$ cat src/rtl/hazard_pkg.sv
package hazard_pkg;
  typedef struct packed {
    logic loadUse;
    logic brAfterAlu;
    logic brAfterLoad;
  } hazStrobes_t;
endpackage

$ cat src/rtl/hazard_detect.sv
module hazard_detect
  import hazard_pkg::*;
#(
  parameter int REG_W = 5
) (
  input  logic [REG_W-1:0] idRs,
  input  logic [REG_W-1:0] idRt,
  input  logic             idIsBranch,
  input  logic             exMemRead,
  input  logic             exRegWrite,
  input  logic [REG_W-1:0] exDest,
  input  logic             memMemRead,
  input  logic [REG_W-1:0] memDest,
  output hazStrobes_t      strobes
);
  localparam logic [REG_W-1:0] ZeroReg = '0;

  logic exHit;
  logic memHit;

  always_comb begin
    exHit  = (exDest != ZeroReg) && ((exDest == idRs) || (exDest == idRt));
    memHit = (memDest != ZeroReg) && ((memDest == idRs) || (memDest == idRt));
    strobes.loadUse     = exMemRead && exHit;
    strobes.brAfterAlu  = idIsBranch && exRegWrite && !exMemRead && exHit;
    strobes.brAfterLoad = idIsBranch && memMemRead && memHit;
  end

  always_comb begin
    if (!idIsBranch) begin
      AST_PLAIN_NO_BRANCH_STROBES: assert (!strobes.brAfterAlu && !strobes.brAfterLoad)
        else $error("branch strobe without branch");
    end
  end
endmodule

$ cat src/rtl/stall_gate.sv
module stall_gate
  import hazard_pkg::*;
(
  input  hazStrobes_t strobes,
  output logic        pcWriteEn,
  output logic        ifIdWriteEn,
  output logic        ctrlZero
);
  logic stall;

  always_comb begin
    stall       = strobes.loadUse | strobes.brAfterAlu | strobes.brAfterLoad;
    ctrlZero    = stall;
    pcWriteEn   = !stall;
    ifIdWriteEn = !stall;
  end
endmodule

$ cat src/rtl/hazard_stall_unit.sv
module hazard_stall_unit
  import hazard_pkg::*;
#(
  parameter int REG_W = 5
) (
  input  logic [REG_W-1:0] idRs,
  input  logic [REG_W-1:0] idRt,
  input  logic             idIsBranch,
  input  logic             exMemRead,
  input  logic             exRegWrite,
  input  logic [REG_W-1:0] exDest,
  input  logic             memMemRead,
  input  logic [REG_W-1:0] memDest,
  output logic             pcWriteEn,
  output logic             ifIdWriteEn,
  output logic             ctrlZero
);
  hazStrobes_t strobes;

  hazard_detect #(.REG_W(REG_W)) i_detect (
    .idRs(idRs), .idRt(idRt), .idIsBranch(idIsBranch),
    .exMemRead(exMemRead), .exRegWrite(exRegWrite), .exDest(exDest),
    .memMemRead(memMemRead), .memDest(memDest), .strobes(strobes)
  );

  stall_gate i_gate (
    .strobes(strobes), .pcWriteEn(pcWriteEn),
    .ifIdWriteEn(ifIdWriteEn), .ctrlZero(ctrlZero)
  );

  always_comb begin
    AST_ENABLES_AGREE: assert (pcWriteEn == ifIdWriteEn && pcWriteEn == !ctrlZero)
      else $error("enable mismatch");
    if (exDest == '0 && memDest == '0) begin
      AST_ZERO_DEST_QUIET: assert (!ctrlZero) else $error("stall on r0");
    end
    if (exMemRead && exDest != '0 && exDest == idRs) begin
      AST_LOAD_USE_HOLDS: assert (ctrlZero) else $error("missed load-use");
    end
    if (!idIsBranch && !exMemRead) begin
      AST_PLAIN_NO_STALL: assert (!ctrlZero) else $error("spurious stall");
    end
  end
endmodule

$ cat config.mk
export PLATFORM = sky130hd
export DESIGN_NAME = hazard_stall_unit
export DESIGN_NICKNAME = d
export VERILOG_FILES = /design/src/rtl/hazard_pkg.sv /design/src/rtl/hazard_detect.sv /design/src/rtl/stall_gate.sv /design/src/rtl/hazard_stall_unit.sv
export SDC_FILE = /design/constraint.sdc
export NUM_CORES = 1
export LEC_CHECK = 0
export BUFFER_PORTS_ARGS = -buffer_cell sky130_fd_sc_hd__buf_2
export CAP_MARGIN = 20
export CORE_AREA = 5 5 42 44
export DETAILED_ROUTE_END_ITERATION = 10
export DIE_AREA = 0 0 47 49
export GPL_TIMING_DRIVEN = 1
export PLACE_DENSITY_LB_ADDON = 0.3
export SKIP_LAST_GASP = 1
export SLEW_MARGIN = 0
export SYNTH_ARGS = -nofsm -noshare
export SYNTH_HDL_FRONTEND = slang
export SYNTH_HIERARCHICAL = 1
export SYNTH_SLANG_ARGS = --single-unit
$ cat constraint.sdc
create_clock -name vclk -period 1.2
set_input_delay 0 -clock vclk [all_inputs]
set_output_delay 0 -clock vclk [all_outputs]
set_load 0.02 [all_outputs]
==> results.md, run 1 <==
* Run status: finished, violations left
* Failing checks: setup timing
* Io pins at 27
* Antenna cell count at 0
* Largest net degree at the start of global routing at 4
* DP Worst Slack at -123 ps
* CP Capture Type: primary output
* Total number of vias at 391
* # setup viols final at 1
* Most numerous cell in the Yosys netlist: xor2_1
* GR Overflow Total at 0
* PD cells at 336 nW/um^2
* Post-Syn Area per Cell at 7.17 sq um
* Final worst slack at -99.9 ps
* Synth Area in Compound Gates at 8.94%
* Setup TNS at -99.9 ps
* Port bufs at 27
* Startpoint Class: primary input
* Placed cells at 90
* FFs & Latches at 0
* Avg Vias per Cell at 4.34
* Gate Count Post-Synth at 41
* # DRC at 0
* Sequential area share after synthesis at 0%
* Die Height at 49 um
* Max Clk Rate at 769 MHz
* Maximum vdd drop at 128 uV
* Cts hold-fix bufs at 0
* CP cell instances: buf_6 > or4_4 > o211ai_2 > a21oi_2 > or3_1 > buf_6
* Fillers at 162
* CP max stage delay at 520 ps
* Final WL at 933 um
* RSZ-0062 raised after global routing: true
* Post-synth top area cell: xor2_1
* Post-synth top cells: 14 x xor2_1, 6 x nor3_1, 6 x xnor2_1
* Pins Over Slew Limit at 0
* Proportion of synthesized area in mux cells at 0%
* Routed wire length per instance at 10.4 um
* Antenna Nets Post-Route at 0
* Gr usage total at 9.05%
* Post-CTS Setup Repair Bufs at 0
* Relative slew margins at 85.2%
* First-pass GRT wire length at 1680 um
* Post-synth top area share at 41.7%
* Crit-path max FO at 2
* Initial antenna violation count at 0
* CP Class: primary input to primary output
* CP max-delay cell: or4_4
* Largest cells by area after synthesis: xor2_1 42%, xnor2_1 18%, nor3_1 10%
* Fin nets at 100
* WP buf/inv at 2
* FF/Latch Area at 0 sq um
* Critical path required time at 1200 ps
* Core region area at 1400 sq um
* 1st-pass router iterations at 3
* Layout Cells excl Fill at 90
* # rows at 14
* CP most frequent cell: buf_6
* Iteration-0 DRC Markers at 2
* Largest family of logic cells by synthesized area: XOR/XNOR gates
* Adder-cell share of the synthesized area at 0%
* Period utilization at 108%
* Share of post-route cells with drive strength above 1 at 52.7%
* Starting Density at 21.0%
* Post-synthesis xor/xnor area fraction at 59.6%
* Min-delay worst type: primary input to primary output
* Die Footprint at 2300 sq um
* Post-synthesis simple-gate area fraction at 28.9%
* Clock buffers at 0
* Worst path top cell family by delay: simple AND/OR/NAND/NOR gates
* Yosys warns at 6
* Final worst path period need at 1300 ps
* CP arrival at 1300 ps
* Area Overhead vs Synth at 87.7%
* Syn_nets at 65
* Hold slack at 486 ps
* GP Congestion at 0.681
* Slew @ Worst Pin at 222 ps
* Final Util at 39.4%
* Post-Syn Area at 294 sq um
* Leakage at 0.263 nW
* Vias in the first global route at 404
* Netlist cell types at 13
* Die X-Extent at 47 um
* Max_cap viols at 0
* Final hold viol count at 0
==> stage by stage <==
| stage | power [mW] | area [sq um] |
|---|---|---|
| after CTS | 0.179 | 526 |
| final | 0.185 | 552 |
| after global placement | 0.172 | 513 |
| after floorplan | 0.0839 | 317 |
| after global routing | 0.208 | 552 |
| after detailed placement | 0.173 | 513 |
==> timing repair <==
action | in CTS | in global routing
setup endpoints to repair | 3 | 3
pin swaps | 1 | 2
gates resized for setup | 4 | 5
==> final cells by class <==
cell class                      instances  area [sq um]  area share [%]
Tap cell                               16          20.0            3.63
Multi-Input combinational cell         40           313            56.7
Timing Repair Buffer                   34           219            39.7
==> cells by family (layout without fill, tap and decap cells) <==
| logic type | after synthesis | in the layout |
|---|---|---|
| AOI/OAI and AO/OA | 3 | 3 |
| and+or+nand+nor | 17 | 17 |
| buffers and inverters | 1 | 34 |
| xor gates and xnor gates | 20 | 20 |
==> where the power goes <==
part / switching (mW) / internal (mW) / total (mW) / leakage [nW]
Clock: 0 / 0 / 0 / 0
Combinational: 0.0829 / 0.103 / 0.185 / 0.263
Sequential: 0 / 0 / 0 / 0
==> cell usage in the layout, fill, tap and decap left out, drive strengths merged <==
master  instances
buf            34
xor2           14
xnor2           6
nor3            6
nor2            4
nand2           2
nand3           2
a32oi           1
nand4b          1
or4             1
o211ai          1
a21oi           1
or3             1
==> routing by layer <==
metal | part of all wire (%) | GRT usage [%]
met2 | 53 | 15.6
met5 | 0 | 0
met3 | 6.1 | 0.369
met4 | 0 | 0
met1 | 41 | 12.8
==> path summary, 6_finish.rpt <==
kind | startpoint | end | slack [ps] | cells past startpoint
worst min-delay path | exMemRead | ctrlZero | 490 | 5
worst max-delay path | memDest[1] | ctrlZero | -100 | 6
==> worst min-delay path: cells and delay by family <==
family                 cells  cell delay [ps]
buffers and inverters      2              190
and+or+nand+nor            3              290
(Power assumes the default switching activity.)
==> inputs of run 2 (changes only) <==
PLACE_DENSITY = 0.63   (was not set)
PLACE_DENSITY_LB_ADDON = not set   (was 0.3)
SKIP_LAST_GASP = not set   (was 1)
==> run 2 against run 1 <==
  * Largest cell class unchanged
  * Sequential cell count stayed put
  * Critical path type unchanged
  * First-iteration DRC count fell by 50%
  * Core utilization up 0.63 points
  * Highest routed layer unchanged
  * The flow still finishes with violations (setup timing)
  * Critical path depth is the same
==> results.md, run 2 (synthesized netlist as in run 1, its figures left out) <==
* Run status: finished, violations left
* Failing checks: setup timing
* Cts hold-fix bufs at 0 (unchanged)
* Port bufs at 27 (unchanged)
* Hold slack at 509 ps (+23.2 ps)
* Slew @ Worst Pin at 237 ps (+14.3 ps)
* Io pins at 27 (unchanged)
* Detailed placement HPWL at 956 um
* GR Overflow Total at 0 (unchanged)
* CP cell instances: buf_2 > or4_4 > o211ai_2 > a21oi_2 > or3_1 > buf_2
* Setup TNS at -105 ps (-5.42 ps)
* Antenna Nets Post-Route at 0 (unchanged)
* Vias in the first global route at 412 (+2.0%)
* CP Capture Type: primary output
* Min-delay worst type: primary input to primary output
* Most frequent cells in the layout: 19 x buf_2, 14 x xor2_1, 8 x buf_6, 6 x xnor2_1, 6 x buf_4
* Initial antenna violation count at 0 (unchanged)
* # DRC at 0 (unchanged)
* Maximum vdd drop at 112 uV (-12%)
* FF/Latch Area at 0 sq um (unchanged)
* WP buf/inv at 2 (unchanged)
* Final hold viol count at 0 (unchanged)
* Fin nets at 99 (-1.0%)
* Period utilization at 109% (+0.45 points)
* Iteration-0 DRC Markers at 1 (-1)
* Avg Vias per Cell at 4.44 (+2.2%)
* Placed cells at 89 (-1.1%)
* Relative slew margins at 84.2% (-0.95 points)
* Final worst slack at -105 ps (-5.42 ps)
* DP Worst Slack at -123 ps (-0.162 ps)
* Area Overhead vs Synth at 90.6%
* Routed wire length per instance at 12.2 um (+17%)
* Post-CTS Setup Repair Bufs at 0 (unchanged)
* Leakage at 0.265 nW (+0.99%)
* RSZ-0062 raised after global routing: true
* Post-Layout Inst Area at 561 sq um (+1.6%)
* Die Height at 49 um (unchanged)
* Critical path required time at 1200 ps (about the same)
* WP depth at 6 (unchanged)
* 1st-pass router iterations at 3 (unchanged)
* Starting Density at 21.0% (unchanged)
* CP arrival at 1310 ps (about the same)
* Leading cell type in the layout, fill and taps excluded: buf_2
* Clock buffers at 0 (unchanged)
* First-pass GRT wire length at 1660 um (-0.84%)
* Die X-Extent at 47 um (unchanged)
* Crit-path max FO at 2 (unchanged)
* FFs & Latches at 0 (unchanged)
* Multi-input combinational cell area at 310 sq um (-0.80%)
* GP Congestion at 0.747 (+9.6%)
* Largest net degree at the start of global routing at 4 (unchanged)
* PD cells at 348 nW/um^2 (+3.5%)
* Startpoint Class: primary input
* Max Clk Rate at 766 MHz (-0.42%)
* Layout Cells excl Fill at 89 (-1.1%)
* Final Util at 40.0% (+0.63 points)
* CP Class: primary input to primary output
* Antenna cell count at 0 (unchanged)
* CP max-delay cell: or4_4
* Pins Over Slew Limit at 0 (unchanged)
* Fillers at 155 (-4.3%)
* Final worst path period need at 1310 ps (+5.42 ps)
* Worst path top cell family by delay: simple AND/OR/NAND/NOR gates
* Max_cap viols at 0 (unchanged)
* CP max stage delay at 500 ps (-20 ps)
* End of the critical path: ctrlZero
* Die Footprint at 2300 sq um (unchanged)
* Total number of vias at 395 (+1.0%)
* Final WL at 1080 um (+16%)
* Core region area at 1400 sq um (unchanged)
* Overall Power at 0.195 mW (+5.1%)
* # rows at 14 (unchanged)
* Launch point of the worst path: memDest[2]
* Share of post-route cells with drive strength above 1 at 52.1% (-0.65 points)
* # setup viols final at 1 (unchanged)
* Cell area after placement at 505 sq um (-1.5%)
* CP most frequent cell: buf_2
* Gr usage total at 9.40% (+0.35 points)
## run 2: report_power, final
| group | switching (mW) | internal, mW |
|---|---|---|
| Clock | 0 | 0 |
| Sequential | 0 | 0 |
| Combinational | 0.0874 | 0.107 |
## run 2: how the worst min path moves through the flow
stage               slack, ps      start  depth (start not counted)     endpoint
floorplan                 290  exMemRead                          3  ifIdWriteEn
global placement          500  exMemRead                          5     ctrlZero
detailed placement        500  exMemRead                          5     ctrlZero
CTS                       500  exMemRead                          5     ctrlZero
global route              540  exMemRead                          5     ctrlZero
finish                    510  exMemRead                          5     ctrlZero
## run 2: tightest hold or removal path, delay by kind of cell
kind	cells	cell delay, ps
and+or+nand+nor	3	270
buffers and inverters	2	230
## run 2: layout make-up
class | instances | area share, %
multi-input combinational | 40 | 55.4
tap | 16 | 3.57
timing repair buffer | 33 | 41.1
## run 2: repair_timing
item / in CTS / in global routing
gates resized for setup: 3 / 11
pin swaps: 0 / 9
endpoints found under the setup margin: 3 / 3
gates cloned: 0 / 0
## run 2: metal layers
layer	track usage, %	routed length, um
met1	11.3	397
met2	17.9	607
met3	0.738	80
met4	0.461	0
met5	0	0
